[src/rtl/doorbell_pkg.sv]
package doorbell_pkg;
  localparam int NCORE    = 8;
  localparam int DW       = 32;
  localparam int AW       = 12;
  localparam int FLAG_LSB = 4;
  localparam int CIDX_W   = $clog2(NCORE);

  localparam logic [AW-1:0] RING_BASE = AW'('h240);
  localparam logic [AW-1:0] CLR_BASE  = AW'('h280);
  localparam logic [AW-1:0] KEYA_OFS  = AW'('h038);
  localparam logic [AW-1:0] KEYB_OFS  = AW'('h03C);
  localparam logic [AW-1:0] SPAN      = AW'(4 * NCORE);

  localparam logic [DW-1:0] KEYA_VAL  = 32'hC0DE_5A17;
  localparam logic [DW-1:0] KEYB_VAL  = 32'h7E11_B00F;
  localparam logic [DW-1:0] FLAG_MASK = {{(DW-FLAG_LSB){1'b1}}, {FLAG_LSB{1'b0}}};

  typedef struct packed {
    logic [NCORE-1:0]  setOh;      // accepted ring write, per core
    logic [NCORE-1:0]  clrOh;      // accepted clear write, per core
    logic [NCORE-1:0]  clrTouchOh; // any clear write, locked or not
    logic              ringBit;    // data bit 0 of the write
    logic [DW-1:0]     wrFlags;    // write data restricted to flag bits
    logic              rdHit;      // read address selects a core register
    logic [CIDX_W-1:0] rdIdx;      // core selected by the read address
  } strobe_t;
endpackage

[src/rtl/doorbell_ctrl.sv]
module doorbell_ctrl
  import doorbell_pkg::*;
(
  input  logic          clk,
  input  logic          rstN,
  input  logic          busWrEn,
  input  logic [AW-1:0] busAddr,
  input  logic [DW-1:0] busWrData,
  output strobe_t       strb
);
  logic [DW-1:0]     keyAQ, keyBQ;
  logic              unlocked;
  logic [AW-1:0]     ringOff, clrOff;
  logic              ringHit, clrHit;
  logic [CIDX_W-1:0] ringIdx, clrIdx;

  assign unlocked = (keyAQ == KEYA_VAL) && (keyBQ == KEYB_VAL);

  assign ringOff = busAddr - RING_BASE;
  assign clrOff  = busAddr - CLR_BASE;
  assign ringHit = (ringOff < SPAN) && (ringOff[1:0] == 2'b00);
  assign clrHit  = (clrOff  < SPAN) && (clrOff[1:0]  == 2'b00);
  assign ringIdx = ringOff[CIDX_W+1:2];
  assign clrIdx  = clrOff[CIDX_W+1:2];

  always_ff @(posedge clk) begin
    if (!rstN) begin
      keyAQ <= '0;
      keyBQ <= '0;
    end else if (busWrEn) begin
      if (busAddr == KEYA_OFS) keyAQ <= busWrData;
      if (busAddr == KEYB_OFS) keyBQ <= busWrData;
    end
  end

  always_comb begin
    strb = '0;
    for (int i = 0; i < NCORE; i++) begin
      strb.setOh[i]      = busWrEn && unlocked && ringHit && (ringIdx == CIDX_W'(i));
      strb.clrOh[i]      = busWrEn && unlocked && clrHit  && (clrIdx  == CIDX_W'(i));
      strb.clrTouchOh[i] = busWrEn && clrHit && (clrIdx == CIDX_W'(i));
    end
    strb.ringBit = busWrData[0];
    strb.wrFlags = busWrData & FLAG_MASK;
    strb.rdHit   = ringHit || clrHit;
    strb.rdIdx   = ringHit ? ringIdx : clrIdx;
  end

  // unlocking only ever follows a write to a key register
  assert_unlock_needs_key_R6: assert property (@(posedge clk) disable iff (!rstN)
    $rose(unlocked) |-> ($past(busWrEn) &&
      (($past(busAddr) == KEYA_OFS) || ($past(busAddr) == KEYB_OFS))));

  // a wrong value in either key register leaves the bank locked
  assert_wrong_key_locks_R7: assert property (@(posedge clk) disable iff (!rstN)
    (busWrEn && (((busAddr == KEYA_OFS) && (busWrData != KEYA_VAL)) ||
                 ((busAddr == KEYB_OFS) && (busWrData != KEYB_VAL))))
    |=> !unlocked);

  // at most one core is targeted by a write
  assert_one_target_R4: assert property (@(posedge clk) disable iff (!rstN)
    $onehot0(strb.setOh | strb.clrTouchOh));
endmodule

[src/rtl/doorbell_dp.sv]
module doorbell_dp
  import doorbell_pkg::*;
(
  input  logic             clk,
  input  logic             rstN,
  input  strobe_t          strb,
  output logic [DW-1:0]    rdData,
  output logic [NCORE-1:0] irq
);
  logic [DW-1:0]    flagsQ [NCORE];
  logic [NCORE-1:0] armedQ, clrSeenQ, irqQ;

  for (genvar i = 0; i < NCORE; i++) begin : g_core
    logic ring, repulse;
    logic [DW-1:0] setMask, clrMask;

    assign ring    = strb.setOh[i] && strb.ringBit;
    assign repulse = clrSeenQ[i] && armedQ[i] && (flagsQ[i] != '0);
    assign setMask = strb.setOh[i] ? strb.wrFlags : '0;
    assign clrMask = strb.clrOh[i] ? strb.wrFlags : '0;

    always_ff @(posedge clk) begin
      if (!rstN) begin
        flagsQ[i]   <= '0;
        armedQ[i]   <= 1'b0;
        clrSeenQ[i] <= 1'b0;
        irqQ[i]     <= 1'b0;
      end else begin
        flagsQ[i]   <= (flagsQ[i] | setMask) & ~clrMask;  // clear wins
        clrSeenQ[i] <= strb.clrTouchOh[i];
        irqQ[i]     <= ring || repulse;
        if (ring)             armedQ[i] <= 1'b1;
        else if (clrSeenQ[i]) armedQ[i] <= 1'b0;
      end
    end

    // a flag set by an accepted ring write is present afterwards
    assert_ring_sets_R3: assert property (@(posedge clk) disable iff (!rstN)
      (strb.setOh[i] && !strb.clrOh[i]) |=> ((flagsQ[i] & $past(strb.wrFlags)) == $past(strb.wrFlags)));

    // every flag named by an accepted clear write is gone afterwards
    assert_clear_drops_R5: assert property (@(posedge clk) disable iff (!rstN)
      strb.clrOh[i] |=> ((flagsQ[i] & $past(strb.wrFlags)) == '0));

    // flags move only on an accepted ring or clear write
    assert_flags_guarded_R6: assert property (@(posedge clk) disable iff (!rstN)
      (!strb.setOh[i] && !strb.clrOh[i]) |=> $stable(flagsQ[i]));

    // every pulse follows a ring write or a clear-write check
    assert_irq_has_cause_R8: assert property (@(posedge clk) disable iff (!rstN)
      irqQ[i] |-> ($past(strb.setOh[i] && strb.ringBit) || $past(clrSeenQ[i])));

    // reserved bits and bit 0 never hold a value
    assert_low_bits_zero_R3: assert property (@(posedge clk) disable iff (!rstN)
      flagsQ[i][FLAG_LSB-1:0] == '0);
  end

  assign irq    = irqQ;
  assign rdData = strb.rdHit ? flagsQ[strb.rdIdx] : '0;
endmodule

[src/rtl/doorbell_bank.sv]
module doorbell_bank
  import doorbell_pkg::*;
(
  input  logic             clk,
  input  logic             rstN,
  input  logic             busWrEn,
  input  logic [AW-1:0]    busAddr,
  input  logic [DW-1:0]    busWrData,
  output logic [DW-1:0]    busRdData,
  output logic [NCORE-1:0] coreIrq
);
  strobe_t strb;

  doorbell_ctrl u_ctrl (
    .clk      (clk),
    .rstN     (rstN),
    .busWrEn  (busWrEn),
    .busAddr  (busAddr),
    .busWrData(busWrData),
    .strb     (strb)
  );

  doorbell_dp u_dp (
    .clk   (clk),
    .rstN  (rstN),
    .strb  (strb),
    .rdData(busRdData),
    .irq   (coreIrq)
  );
endmodule

[config.mk]
export PLATFORM = sky130hd
export DESIGN_NAME = doorbell_bank
export DESIGN_NICKNAME = d
export VERILOG_FILES = /design/src/rtl/doorbell_pkg.sv /design/src/rtl/doorbell_ctrl.sv /design/src/rtl/doorbell_dp.sv /design/src/rtl/doorbell_bank.sv
export SDC_FILE = /design/constraint.sdc
export NUM_CORES = 1
export LEC_CHECK = 0
export ABC_AREA = 1
export BUFFER_PORTS_ARGS = -buffer_cell sky130_fd_sc_hd__buf_2
export CORE_MARGIN = 2
export CORE_UTILIZATION = 56
export DETAILED_ROUTE_END_ITERATION = 10
export PLACE_DENSITY_LB_ADDON = 0.15
export SYNTH_ARGS = -nofsm -noshare
export SYNTH_HDL_FRONTEND = slang
export SYNTH_SLANG_ARGS = --single-unit
[constraint.sdc]
create_clock -name clk -period 5.2 [get_ports clk]
set_clock_uncertainty 0.1 [all_clocks]
set_input_delay 1.3 -clock clk [delete_from_list [all_inputs] [get_ports clk]]
set_output_delay 1.3 -clock clk [all_outputs]
set_load 0.01 [all_outputs]
==> results of run 1 <==
## cell usage in the layout, fill, tap and decap left out, types with 4 or more instances in the layout
cell type | netlist | layout
conb_1 | 1 | 4
clkbuf_1 | 133 | 6
o21ai_0 | 95 | 95
nand2_1 | 504 | 500
clkbuf_16 | 0 | 39
o211ai_1 | 28 | 28
a211oi_1 | 27 | 27
o22ai_1 | 81 | 81
nor2_1 | 282 | 274
dfxtp_1 | 312 | 312
nor3_2 | 0 | 4
nand2_2 | 0 | 4
nand3_1 | 17 | 17
clkbuf_8 | 0 | 9
nor4_1 | 56 | 56
nor3_1 | 17 | 13
buf_2 | 74 | 81
buf_12 | 0 | 8
nand4_1 | 466 | 466
a21oi_1 | 83 | 83
o21bai_1 | 8 | 8
nor2_4 | 0 | 10
inv_1 | 548 | 548
buf_4 | 19 | 27
clkinvlp_4 | 0 | 4
## worst max-delay path by stage
stage | startpoint | endpoint | slack, ns | cells after the start
2_1_floorplan | busAddr[7] | busRdData[11] | 1.09 | 9
3_3_place_gp | busAddr[7] | busRdData[16] | 0.80 | 11
3_5_place_dp | busAddr[7] | busRdData[20] | 0.73 | 11
4_1_cts | busAddr[7] | busRdData[20] | 0.72 | 11
5_1_grt | busAddr[7] | busRdData[18] | 0.51 | 13
6_report | busAddr[7] | busRdData[18] | 0.65 | 11
## metrics by stage
step                      area, µm²  instances  power, W  setup WS (ns)  util [%]
final                         19300       3123   0.00540          0.654      61.2
after global placement        18000       3058   0.00280          0.804      57.3
after floorplan               17900       2824   0.00269           1.09         -
after global routing          19300       3122   0.00556          0.508      61.2
after detailed placement      18000       3058   0.00281          0.726      57.3
after CTS                     19300       3120   0.00540          0.723      61.2
## cells by family (layout without fill, tap and decap cells)
| logic type | Yosys count | in the layout |
|---|---|---|
| AOI/OAI and AO/OA | 323 | 323 |
| buffers and inverters | 835 | 729 |
| adders and majority gates | 2 | 2 |
| other | 1 | 7 |
| and+or+nand+nor | 1348 | 1348 |
| DFF | 312 | 312 |
## flip-flops by register name (all words and copies together), names as in the netlist
register / flops
u_ctrl.keyAQ: 32
u_ctrl.keyBQ: 32
u_dp.armedQ: 8
u_dp.clrSeenQ: 8
u_dp.flagsQ: 224
u_dp.irq: 8
## worst register-to-register path: cells and delay by family, from the launching register on
family                 cells  cell delay [ns]
AO/OA/AOI/OAI              1             0.42
buffers and inverters      1             0.48
flip-flops                 1             0.33
AND/OR/NAND/NOR            7             1.17
## power groups by stage
stage,Sequential [W],Combinational [W],Clock [W]
final,0.00239,0.000379,0.00263
after detailed placement,0.00244,0.000364,0
after global placement,0.00244,0.000356,0
after global routing,0.00239,0.000405,0.00277
after CTS,0.00239,0.000365,0.00265
after floorplan,0.00244,0.000247,0
## final cells by class
| type | count | area [µm²] | share of cell area (%) |
|---|---|---|---|
| well taps | 402 | 503 | 2.61 |
| clock buffers | 53 | 1110 | 5.75 |
| flip-flops and latches | 312 | 6250 | 32.4 |
| multi-input cells | 1677 | 8440 | 43.8 |
| repair buffers | 117 | 782 | 4.06 |
| clock inverters | 9 | 109 | 0.565 |
| inverters | 550 | 2070 | 10.7 |
| diodes | 3 | 7.51 | 0.0390 |
## per-layer routing
metal  wire [µm]  vias to the layer above
met5           0                        -
met4        2180                        0
met1       24500                     8922
li1            -                     8999
met3        5800                      162
met2       25900                      977
==> impl_results.md, run 1 <==
* Critical path class: in -> out
* Sw Ratio at about 25%
* Flop pwr share at 44.3%
* Clk_lat worst skew at 0.53 ns
* Number of fill cells at 2948
* Crit-path cells: buf_2 > inv_1 > ha_1 > nand2_1 > nor3_1 > nand3_1 > o21ai_2 > buf_4 > o211ai_1 > inv_1 > buf_2
* Final Hold Viols at 0
* NetSw at approximately 0.0013 W
* CTS tree: built
* Share of the synthesized area in the top cell type at a little over a third
* Synth Instances at roughly 2800
* IO Pins at 87
* P_leak at 8.55 nW
* Worst Tran Pin Value at ~1.0 ns
* # hold bufs at CTS at 0
* First-pass GRT wire length at 93600 µm
* Register area share after synthesis at 34.9%
* Setup_tns at 0 ns
* WP data arrival at roughly 3.2 ns
* Largest net degree at the start of global routing at 143
* First-pass DRT Iterations at 6
* Final setup vio count at 0
* Reg2reg end: u_dp.irq[7]$_SDFF_PN0_
* Total CTS buffers at 37
* Worst R2R Path Depth at 9
* Slew Viols, Final at 0
* Worst Hold Depth at 2
* Post-synthesis mux area share at 0%
* H-tree lvl count at 2
* Area Overhead vs Synth at 7.79%
* P per Cell Area at 280 nW/µm²
* Grt met1 use at 47.9%
* Placement Rows at 65
* Ranking of synthesized cells by area: dfxtp_1 35%, nand4_1 16%, inv_1 12%
* CP max-delay cell: buf_4
* Final Cycle Share at a little under 90%
* Worst endpoint required time at 3.80 ns
* Reg2reg start: u_ctrl.keyBQ[12]$_SDFFE_PN0P_
* Synthesis Warnings at 0
* Comb power frac at 7.0%
* Clk pin slew, worst setup/hold paths at 0.07 ns
* R2R Setup Slk at 2.56 ns
* GR peak layer: met2
* Max Clk Rate at 220 MHz
* Gr usage total at 34.5%
* Hold Slack at 0.367 ns
* WL/cell at about 19 µm
* Main combinational cell family by area after synthesis: simple AND/OR/NAND/NOR gates
* Routed Antenna Nets at 0
* Via Count at 19060
* Die X at 183 µm
* Setup Fix Bufs, Post-CTS at 0
* Hold Crit Class: reg -> reg
* Global-route met2 utilization at 53.9%
* EDFF count, synth at 0
* Synth top cells by count: 548 x inv_1, 504 x nand2_1, 466 x nand4_1
* Async SR Flop Fraction at 0%
* DP Wirelength at 36400 µm
* Initial antenna violation count at 2
* Status: complete, no violations
* DRT Wirelength at 58400 µm
* IR drop worst, VDD at 0.269 mV
* Worst path bufs/invs at 5
* Starting DRC count in detailed routing at 2352
* RSZ-0062 raised after global routing: no
* Clock Power Share at 48.7%
* Top FF cell, synth: dfxtp_1
* Post-Syn Area at 17900 µm²
* Total of max-cap violations at 0
* GR Layer Usage met3 at 5.27%
* Vias in the first global route at 17263
* # resized after CTS at 0
* Compound-Gate Fraction of Synth Area at a little over a tenth
* Initial core utilization at 56.8%
* Count leader, synth: inv_1
* Largest delay contributor family on the critical path: buffers and inverters
* Clock period minus final worst setup slack at 4.55 ns
* Die Span Y at between 150 and 200 µm
* Port-buffer cells at 82
* Die footprint at 33400 µm²
* Synth Area per Inst at 6.34 µm²
* Clock buffer depth at 3
* Crit Path Max Fanout at 28
* Vias/cell at 6.10
* Nets@finish at 2744
* Simple-gate share of the synthesized area at ~36%
* Clk sink count at 312
* Crit. End Element: output port
* Post-synthesis register bit count at roughly 310
* Worst hold start: u_dp.armedQ[3]$_SDFFE_PN0P_
* XOR/XNOR Fraction of Synth Area at 0%
* Grt ovf at 0
* Share of layout cells above drive strength 1 at 7.10%
* GPL Wtd Cong at 0.947
* Yosys top cell by area: dfxtp_1
* Unique masters post-synth at 27
* Max incr delay on CP at 0.38 ns
* Hold endpoint: u_dp.armedQ[3]$_SDFFE_PN0P_
* Slew HR at a little under a third
* CP Launch Type: input pin
* Root Driver: clkbuf_16
* Power Internal at 0.00405 W
* Adder-Cell Fraction of Synth Area at 0.140%
* CORE AREA at between 30000 and 40000 µm²
* # DRC at 0
Power figures use the tool's default switching activity.
==> inputs of run 2 (changes only) <==
--- a/config.mk
+++ b/config.mk
@@ -7,6 +7,7 @@
 export LEC_CHECK = 0
 export ABC_AREA = 1
 export BUFFER_PORTS_ARGS = -buffer_cell sky130_fd_sc_hd__buf_2
+export CAP_MARGIN = 10
 export CORE_MARGIN = 2
 export CORE_UTILIZATION = 56
 export DETAILED_ROUTE_END_ITERATION = 10
==> constraint.sdc (replaced) <==
create_clock -name clk -period 4.5 [get_ports clk]
set_clock_uncertainty 0.1 [all_clocks]
set_input_delay 1.125 -clock clk [delete_from_list [all_inputs] [get_ports clk]]
set_output_delay 1.125 -clock clk [all_outputs]
set_load 0.01 [all_outputs]
==> run 2 against run 1 <==
  * Largest power group unchanged
  * Non-clock buffer count grew 15
  * Sequential share of layout area shrank 0.64 points
  * Die area is the same
  * Largest cell class unchanged
  * Sequential cell count is the same
==> impl_results.md, run 2 (synthesis results as in run 1) <==
* Status: complete, no violations
* Footprint of the multi-input gates at 8440 µm² (unchanged)
* P per Cell Area at 335 nW/µm² (+19%)
* Slew HR at 45.1% (+15 points)
* First-pass DRT Iterations at 6 (unchanged)
* IR drop worst, VDD at 0.355 mV (+32%)
* Reg2reg start: u_ctrl.keyBQ[13]$_SDFFE_PN0P_
* Die Span Y at 183 µm (unchanged)
* Vias in the first global route at 17187 (-0.44%)
* Total CTS buffers at 37 (unchanged)
* Total of max-cap violations at 0 (unchanged)
* Hold Crit Class: reg -> reg
* Overall power at 0.00658 W (+22%)
* Reg area at 6250 µm² (unchanged)
* CTS tree: built
* Setup_tns at 0 ns (unchanged)
* CP Launch Type: input pin
* Clk sink count at 312 (unchanged)
* # resized after CTS at 0 (unchanged)
* Crit path top cell by count: inv_1
* Gr usage total at 34.6% (+0.098 points)
* CORE AREA at 31500 µm² (unchanged)
* Largest net degree at the start of global routing at 122 (-15%)
* DRT Wirelength at 58500 µm (+0.17%)
* Clock period minus final worst setup slack at 4.01 ns
* Worst endpoint required time at 3.27 ns (-0.53 ns)
* Worst hold start: u_dp.armedQ[6]$_SDFFE_PN0P_
* Die footprint at 33400 µm² (unchanged)
* Final Hold Viols at 0 (unchanged)
* # DRC at 0 (unchanged)
* Most flop-heavy register: u_dp.flagsQ
* Share of layout cells above drive strength 1 at 7.85% (+0.75 points)
* Initial core utilization at 56.8% (unchanged)
* Crit Path Max Fanout at 28 (unchanged)
* Worst R2R Path Depth at 11 (+2)
* H-tree lvl count at 2 (unchanged)
* Final Cycle Share at 89.2%
* Area Overhead vs Synth at 9.96%
* Placement Rows at 65 (unchanged)
* Max Clk Rate at 249 MHz
* Root Driver: clkbuf_16
* Reg2reg end: u_dp.flagsQ[4][15]$_SDFF_PN0_
* Worst Hold Depth at 2 (unchanged)
* RSZ-0062 raised after global routing: no
* Largest registers: u_dp.flagsQ (224), u_ctrl.keyAQ (32), u_ctrl.keyBQ (32)
* Worst Tran Pin Value at 0.817 ns (-0.227 ns)
* Clock buffer depth at 3 (unchanged)
* First-pass GRT wire length at 93900 µm (+0.32%)
* Most frequent cells in the layout: 548 x inv_1, 500 x nand2_1, 466 x nand4_1, 312 x dfxtp_1, 274 x nor2_1
* IO Pins at 87 (unchanged)
* DP Wirelength at 36400 µm (about the same)
* Final setup vio count at 0 (unchanged)
* Routed Antenna Nets at 0 (unchanged)
* Clk_lat worst skew at 0.53 ns (about the same)
* GPL Wtd Cong at 0.924 (-2.4%)
* Die X at 183 µm (unchanged)
* WL/cell at 18.6 µm (-0.47%)
* Slew Viols, Final at 0 (unchanged)
* Setup Fix Bufs, Post-CTS at 0 (unchanged)
* Grt ovf at 0 (unchanged)
* CP max-delay cell: buf_12
* # hold bufs at CTS at 0 (unchanged)
* Crit. End Element: output port
* R2R Setup Slk at 1.86 ns (-0.70 ns)
* Max incr delay on CP at 0.21 ns (-0.17 ns)
* Crit-path cells: buf_2 > inv_1 > ha_1 > inv_1 > nand3_1 > o21ai_0 > nand3_1 > o21ai_2 > buf_12 > o211ai_1 > inv_1 > buf_2
* Clk pin slew, worst setup/hold paths at 0.05 ns (-0.02 ns)
* Hold endpoint: u_dp.armedQ[6]$_SDFFE_PN0P_
* Initial antenna violation count at 2 (unchanged)
* Commonest non-fill, non-tap cell in the layout: inv_1
* Vias/cell at 6.09 (-0.15%)
* Port-buffer cells at 82 (unchanged)
* Number of fill cells at 2872 (-2.6%)
* Nets@finish at 2759 (+0.55%)
* Flip-flop count of the largest register after layout at 224 (unchanged)
* Critical path class: in -> out
* Via Count at 19153 (+0.49%)
* WP data arrival at 2.79 ns (-0.36 ns)
* P_leak at 8.75 nW (+2.3%)
* Starting DRC count in detailed routing at 2291 (-2.6%)
## run 2: routing by layer
metal | part of all wire (%) | track usage [%] | wire length [µm]
met4 | 3.8 | 13.8 | 2230
met1 | 43 | 49.4 | 25300
met2 | 44 | 52.5 | 25800
met3 | 8.8 | 4.91 | 5170
met5 | 0 | 0 | 0
## run 2: layout make-up
class	count	share of cell area (%)
antenna	3	0.0382
clock buffer	53	5.74
sequential	312	31.8
tap	402	2.56
multi-input combinational	1677	43.0
clock inverter	14	1.28
timing repair buffer	132	5.12
inverter	550	10.5
## run 2: worst max path at each step
stage | startpoint | to | slack, ns | cells past startpoint
2_1_floorplan | busAddr[7] | busRdData[11] | 0.74 | 9
3_3_place_gp | busAddr[7] | busRdData[30] | 0.58 | 11
3_5_place_dp | busAddr[7] | busRdData[30] | 0.54 | 12
4_1_cts | busAddr[7] | busRdData[30] | 0.53 | 12
5_1_grt | busAddr[2] | busRdData[28] | 0.40 | 9
6_report | busAddr[7] | busRdData[30] | 0.49 | 12
## run 2: power breakdown
group | internal [W] | leakage, nW | switching [W]
clock network | 0.00215 | 0.680 | 0.00122
logic | 0.000105 | 5.56 | 0.000345
registers | 0.00276 | 2.51 | 0.0000000576
## run 2: through the flow
stage	cells	hold slack [ns]	cell area, µm²	utilization [%]	worst slack [ns]
3_3_place_gp	3073	0.350	18300	58.0	0.580
2_1_floorplan	2824	0.343	17900	-	0.743
4_1_cts	3140	0.370	19700	62.4	0.533
6_report	3143	0.370	19700	62.5	0.487
5_1_grt	3142	0.392	19700	62.4	0.395
3_5_place_dp	3073	0.362	18300	58.0	0.539
## run 2: worst max-delay path: cells and delay by family
| family | cells | cell delay, ns |
|---|---|---|
| buf+inv | 6 | 0.66 |
| compound gates | 3 | 0.49 |
| simple gates | 2 | 0.28 |
| fa+ha+maj | 1 | 0.19 |
